## src/rtl/twcs_pkg.sv

```systemverilog
package twcs_pkg;
  typedef enum logic [1:0] {
    LINK_IDLE  = 2'd0,
    LINK_BUSY  = 2'd1,
    LINK_PULSE = 2'd2,
    LINK_SEND  = 2'd3
  } link_state_e;
endpackage

```

## src/rtl/twcs_sync.sv

```systemverilog
module twcs_sync #(
  parameter int WIDTH  = 2,
  parameter int STAGES = 2
) (
  input  logic             clk,
  input  logic             rst,
  input  logic [WIDTH-1:0] async_i,
  output logic [WIDTH-1:0] sync_o
);
  logic [STAGES-1:0][WIDTH-1:0] chain;

  always_ff @(posedge clk) begin
    if (rst) begin
      chain <= '0;
    end else begin
      chain[0] <= async_i;
      for (int i = 1; i < STAGES; i++) chain[i] <= chain[i-1];
    end
  end

  assign sync_o = chain[STAGES-1];
endmodule

```

## src/rtl/twcs_edge.sv

```systemverilog
module twcs_edge (
  input  logic clk,
  input  logic rst,
  input  logic level_i,
  output logic rise_o,
  output logic fall_o
);
  logic prev;

  always_ff @(posedge clk) begin
    if (rst) prev <= 1'b0;
    else     prev <= level_i;
  end

  assign rise_o = level_i & ~prev;
  assign fall_o = ~level_i & prev;
endmodule

```

## src/rtl/twcs_shift.sv

```systemverilog
module twcs_shift #(
  parameter int W = 16
) (
  input  logic         clk,
  input  logic         rst,
  input  logic         load_i,
  input  logic [W-1:0] load_val_i,
  input  logic         shift_i,
  input  logic         ser_i,
  output logic [W-1:0] word_o,
  output logic         msb_o
);
  logic [W-1:0] word;

  always_ff @(posedge clk) begin
    if (rst)          word <= '0;
    else if (load_i)  word <= load_val_i;
    else if (shift_i) word <= {word[W-2:0], ser_i};
  end

  assign word_o = word;
  assign msb_o  = word[W-1];
endmodule

```

## src/rtl/twcs_pulse_timer.sv

```systemverilog
module twcs_pulse_timer #(
  parameter int CYCLES = 750
) (
  input  logic clk,
  input  logic rst,
  input  logic active_i,
  output logic done_o
);
  localparam int CNT_W = (CYCLES > 1) ? $clog2(CYCLES) : 1;
  localparam logic [CNT_W-1:0] LAST = CNT_W'(CYCLES - 1);

  logic [CNT_W-1:0] cnt;

  always_ff @(posedge clk) begin
    if (rst || !active_i) cnt <= '0;
    else if (!done_o)     cnt <= cnt + CNT_W'(1);
  end

  assign done_o = active_i && (cnt == LAST);
endmodule

```

## src/rtl/twcs_link_slave.sv

```systemverilog
module twcs_link_slave
  import twcs_pkg::*;
#(
  parameter int WORD_W      = 16,
  parameter int CLK_HZ      = 50_000_000,
  parameter int PULSE_NS    = 15_000,
  parameter int SYNC_STAGES = 2
) (
  input  logic              clk,
  input  logic              rst,
  input  logic              ser_clk_i,
  input  logic              ser_dat_i,
  output logic              ser_dat_o,
  output logic              ser_dat_oe,
  output logic [WORD_W-1:0] cmd_data_o,
  output logic              cmd_valid_o,
  input  logic              cmd_ready_i,
  input  logic [WORD_W-1:0] rsp_data_i,
  input  logic              rsp_valid_i,
  output logic              rsp_ready_o
);
  localparam int PULSE_CYCLES = ((CLK_HZ / 1000) * (PULSE_NS / 1000)) / 1000;
  localparam int BIT_W        = $clog2(WORD_W + 1);
  localparam logic [BIT_W-1:0] LAST_BIT = BIT_W'(WORD_W - 1);
  localparam logic [BIT_W-1:0] ALL_BITS = BIT_W'(WORD_W);

  link_state_e      state;
  logic [BIT_W-1:0] bit_cnt;
  logic             cmd_pend;
  logic             sclk_s, sdat_s;
  logic             sclk_rise, sclk_fall;
  logic             pulse_done;
  logic             rsp_take;
  logic             tx_msb;
  logic             rx_shift, tx_shift;
  logic [WORD_W-1:0] tx_word;

  twcs_sync #(.WIDTH(2), .STAGES(SYNC_STAGES)) u_sync (
    .clk     (clk),
    .rst     (rst),
    .async_i ({ser_clk_i, ser_dat_i}),
    .sync_o  ({sclk_s, sdat_s})
  );

  twcs_edge u_edge (
    .clk     (clk),
    .rst     (rst),
    .level_i (sclk_s),
    .rise_o  (sclk_rise),
    .fall_o  (sclk_fall)
  );

  assign rx_shift = (state == LINK_IDLE) && sclk_rise;

  twcs_shift #(.W(WORD_W)) u_rx (
    .clk        (clk),
    .rst        (rst),
    .load_i     (1'b0),
    .load_val_i ('0),
    .shift_i    (rx_shift),
    .ser_i      (sdat_s),
    .word_o     (cmd_data_o),
    .msb_o      ()
  );

  assign rsp_take = rsp_valid_i && rsp_ready_o;
  assign tx_shift = (state == LINK_SEND) && sclk_fall &&
                    (bit_cnt != '0) && (bit_cnt != ALL_BITS);

  twcs_shift #(.W(WORD_W)) u_tx (
    .clk        (clk),
    .rst        (rst),
    .load_i     (rsp_take),
    .load_val_i (rsp_data_i),
    .shift_i    (tx_shift),
    .ser_i      (1'b0),
    .word_o     (tx_word),
    .msb_o      (tx_msb)
  );

  twcs_pulse_timer #(.CYCLES(PULSE_CYCLES)) u_timer (
    .clk      (clk),
    .rst      (rst),
    .active_i (state == LINK_PULSE),
    .done_o   (pulse_done)
  );

  always_ff @(posedge clk) begin
    if (rst) begin
      state    <= LINK_IDLE;
      bit_cnt  <= '0;
      cmd_pend <= 1'b0;
    end else begin
      unique case (state)
        LINK_IDLE: begin
          if (sclk_rise) begin
            if (bit_cnt == LAST_BIT) begin
              state    <= LINK_BUSY;
              bit_cnt  <= '0;
              cmd_pend <= 1'b1;
            end else begin
              bit_cnt <= bit_cnt + BIT_W'(1);
            end
          end
        end
        LINK_BUSY: begin
          if (cmd_pend) begin
            if (cmd_ready_i) cmd_pend <= 1'b0;
          end else if (rsp_valid_i) begin
            state <= LINK_PULSE;
          end
        end
        LINK_PULSE: begin
          if (pulse_done) begin
            state   <= LINK_SEND;
            bit_cnt <= '0;
          end
        end
        LINK_SEND: begin
          if (sclk_rise) begin
            bit_cnt <= bit_cnt + BIT_W'(1);
          end else if (sclk_fall && bit_cnt == ALL_BITS) begin
            state   <= LINK_IDLE;
            bit_cnt <= '0;
          end
        end
        default: state <= LINK_IDLE;
      endcase
    end
  end

  always_comb begin
    unique case (state)
      LINK_BUSY:  ser_dat_o = 1'b1;
      LINK_SEND:  ser_dat_o = tx_msb;
      default:    ser_dat_o = 1'b0;
    endcase
  end

  assign ser_dat_oe  = (state != LINK_IDLE);
  assign cmd_valid_o = cmd_pend;
  assign rsp_ready_o = (state == LINK_BUSY) && !cmd_pend;

  logic unused_tx;
  assign unused_tx = ^tx_word;
endmodule

```

## config.mk

```make
export PLATFORM = sky130hd
export DESIGN_NAME = twcs_link_slave
export DESIGN_NICKNAME = d
export VERILOG_FILES = /design/src/rtl/twcs_pkg.sv /design/src/rtl/twcs_sync.sv /design/src/rtl/twcs_edge.sv /design/src/rtl/twcs_shift.sv /design/src/rtl/twcs_pulse_timer.sv /design/src/rtl/twcs_link_slave.sv
export SDC_FILE = /design/constraint.sdc
export NUM_CORES = 1
export LEC_CHECK = 0
export ABC_AREA = 1
export ABC_CLOCK_PERIOD_IN_PS = 1550
export BUFFER_PORTS_ARGS = -buffer_cell sky130_fd_sc_hd__buf_4
export CELL_PAD_IN_SITES_DETAIL_PLACEMENT = 0
export CELL_PAD_IN_SITES_GLOBAL_PLACEMENT = 1
export CORE_MARGIN = 2
export CORE_UTILIZATION = 36
export CTS_BUF_LIST = sky130_fd_sc_hd__clkbuf_16
export DETAILED_ROUTE_END_ITERATION = 7
export GPL_ROUTABILITY_DRIVEN = 0
export GPL_TIMING_DRIVEN = 1
export PLACE_DENSITY = 0.86
export SKIP_CTS_REPAIR_TIMING = 1
export SLEW_MARGIN = 20
export SYNTH_ARGS = -nofsm -noshare
export SYNTH_HDL_FRONTEND = slang
export SYNTH_SLANG_ARGS = --single-unit
```

## constraint.sdc

```tcl
create_clock -name clk -period 1.55 [get_ports clk]
set_clock_uncertainty 0.2 [all_clocks]
set_input_delay 0.0775 -clock clk [delete_from_list [all_inputs] [get_ports clk]]
set_output_delay 0.0775 -clock clk [all_outputs]
set_load 0.02 [all_outputs]
```

==> impl_metrics.py <==
metrics = {
    "detailed_routing": {
        "dr_wl_met3_um": 225,
        "num_vias": 2639,
        "firstDrtPassIters": 4,
        "antenna_left": 0,
        "met2WireLength_um": 3380,
        "drcViolationCount": 0,
        "totalWireLength_um": 6620,
        "avgRoutedWirePerCell_um": 12.0,
        "met1_length_um": 2950,
        "drtIter0Drc": 88,
        "dr.max_layer_used": "met4",
        "vias_per_cell": 4.78,
    },
    "logic_synthesis": {
        "ys_types": 29,
        "ys_seq_elements": 55,
        "avgSynthCellArea_um2": 7.31,
        "ys_seq_area_share_pct": 42.5,
        "synthMostInstantiatedCell": "nand2_1",
        "synthFlopType": "dfxtp_1",
        "yosysWarnings": 0,
        "synth_edf_count": 0,
        "postSynth.asyncResetShare_pct": 0,
        "synth_area_mm2": 0.00259,
        "yosys-top-cells-count": "nand2_1, dfxtp_1, nand3_1, nor2_1, inv_1",
        "synthesis.nets": 386,
        "yosys.area.top_type": "dfxtp_1",
        "synthCells": 354,
        "netlist_top_cells_area": "dfxtp_1, nand2_1, nand3_1",
        "synth_top_area_share_pct": 42.5,
    },
    "worst_setup_path": {
        "slowest_delay_ns": 0.37,
        "cp.arrival_ns": 1.76,
        "crit_family": "simple AND/OR/NAND/NOR gates",
        "crit_chain": "ha_4, nand2_4, nor2_4, ha_2, inv_2, nand2_2, nand2_2, nor2_4, nand3_2, nand2_1, inv_1, nor2_1",
        "slowest_stage": "dfxtp_4",
        "path_buf_inv": 2,
        "required_ns": 1.57,
        "worst-path-max-fanout": 3,
        "cp-start-kind": "flop",
        "endpoint_kind": "flop",
        "reg2reg_slack_ns": -0.19,
        "criticalPathCategory": "reg2reg",
    },
    "outcome": {
        "status": "finished, violations left",
        "violations": "setup timing",
    },
    "global_routing": {
        "grt_pass1_wl_um": 9930,
        "grt_pass1_vias": 2334,
        "antenna_found_initial": 0,
        "overflow": 0,
        "grt_max_degree": 29,
        "grtUsageTotal_pct": 15.4,
    },
    "clock_tree": {
        "htree_levels": 2,
        "cts_tree": "done",
        "ctsRootBufferMaster": "clkbuf_16",
        "numClockSinks": 55,
        "cts_made_buffers": 5,
        "clk_pin_slew_worst_paths_ns": 0.07,
        "cts_buffer_depth": 2,
        "clk-insertion-delay-late_ns": 0.29,
    },
    "hold_path": {
        "hp-class": "reg2reg",
    },
    "placed_design": {
        "place_ws_ns": -0.293,
        "io_buffers": 41,
        "hpwl_um": 4260,
    },
    "sta": {
        "finalHoldViolCount": 0,
        "post-route-min-period_ns": 1.74,
        "worst_slew_pin_slew_ns": 0.291,
        "finalSetupViolCount": 26,
        "worst_slack_ns": -0.192,
        "maxSlewViolCount": 0,
        "rsz0062_at_grt": "yes",
        "max_freq_mhz": 574,
        "slew_headroom_pct": 80.6,
        "post-route-period-util_pct": 112,
    },
    "floorplanning": {
        "die_area_mm2": 0.00789,
        "start_util_pct": 37.7,
        "rows": 30,
        "dieWidth_um": 88.8,
        "die_h_um": 88.8,
        "io_pins": 42,
        "core_mm2": 0.00687,
    },
    "layout": {
        "final_nets": 487,
        "insertedDiodeCount": 0,
        "finish.utilization_pct": 57.5,
        "drive_gt1_share_pct": 33.3,
        "fill_cells": 612,
        "area_growth_syn_to_layout_pct": 52.5,
    },
    "flow_run": {
        "drv_cap": 0,
    },
    "pwr": {
        "ir_worst_vdd_v": 0.000409,
        "p_leak_nw": 1.57,
        "p_per_area_mw_per_mm2": 702,
    },
}
path summary, 6_finish.rpt:
kind | endpoint | cells past startpoint | startpoint
setup reg to reg | state[0]$_SDFFE_PP0P_ | 12 | bit_cnt[1]$_SDFFE_PP0P_
hold reg to reg | u_sync.sync_o[1]$_SDFF_PP0_ | 2 | u_sync.chain[1]$_SDFF_PP0_
setup / recovery | state[0]$_SDFFE_PP0P_ | 12 | bit_cnt[1]$_SDFFE_PP0P_
hold / removal | u_sync.sync_o[1]$_SDFF_PP0_ | 2 | u_sync.chain[1]$_SDFF_PP0_
per-stage QoR:
step,instances,hold WS [ns],area [um^2],total power [mW],TNS (ns)
after global placement,513,0.0842,3240,1.62,-2.25
after detailed placement,513,0.0860,3240,1.62,-4.13
after global routing,552,0.235,3950,2.87,-4.48
after CTS,521,-0.223,3380,2.74,-5.32
final,552,0.204,3950,2.77,-1.96
after floorplan,354,-0.0155,2600,1.54,-0.242
cells by family after synthesis:
family | after synthesis | synth area share, %
simple gates | 190 | 33.3
flops | 55 | 42.5
buf+inv | 50 | 8.26
compound gates | 45 | 9.71
fa+ha+maj | 10 | 4.83
xor+xnor | 4 | 1.35
layout by cell type (no fill, tap or decap), types with 7 or more instances in the layout:
| master | n |
|---|---|
| nand2_1 | 85 |
| buf_4 | 77 |
| dfxtp_1 | 49 |
| nand3_1 | 36 |
| nor2_1 | 28 |
| inv_1 | 26 |
| a21oi_1 | 23 |
| dlygate4sd3_1 | 20 |
| a31oi_1 | 15 |
| nor2_4 | 9 |
| inv_2 | 8 |
| nand2_2 | 7 |
| nand4_1 | 7 |
| ha_4 | 7 |
| buf_6 | 7 |
flip-flops by register name, summed over array words and instances, names as in the netlist:
| register | flops |
|---|---|
| bit_cnt | 5 |
| cmd_valid_o | 1 |
| state | 2 |
| u_edge.prev | 1 |
| u_rx.word_o | 16 |
| u_sync.chain | 2 |
| u_sync.sync_o | 2 |
| u_timer.cnt | 10 |
| u_tx.word_o | 16 |
where the power goes:
part	switching, mW	internal (mW)
Combinational	0.100	0.115
Clock	0.520	0.605
Sequential	0.00974	1.42
worst register-to-register path, delay by kind of cell (launching register included):
| family | cells | cell delay, ns |
|---|---|---|
| buffers and inverters | 2 | 0.08 |
| adder cells (fa/ha/maj) | 2 | 0.33 |
| AND/OR/NAND/NOR | 8 | 0.70 |
| flip-flops | 1 | 0.37 |
cell type report:
class	instances	area, um^2	area share (%)
multi-input combinational	249	1500	37.9
sequential	55	1120	28.3
timing repair buffer	107	917	23.2
inverter	37	149	3.77
clock buffer	5	125	3.17
tap	96	120	3.04
clock inverter	3	22.5	0.570
per-layer routing:
layer / vias to the layer above / GRT usage (%)
met5: - / 0
met4: 0 / 3.31
met3: 8 / 2.89
met2: 49 / 26.9
met1: 1231 / 19.8
li1: 1351 / -
Note: power is estimated with default switching activity, not from simulation.
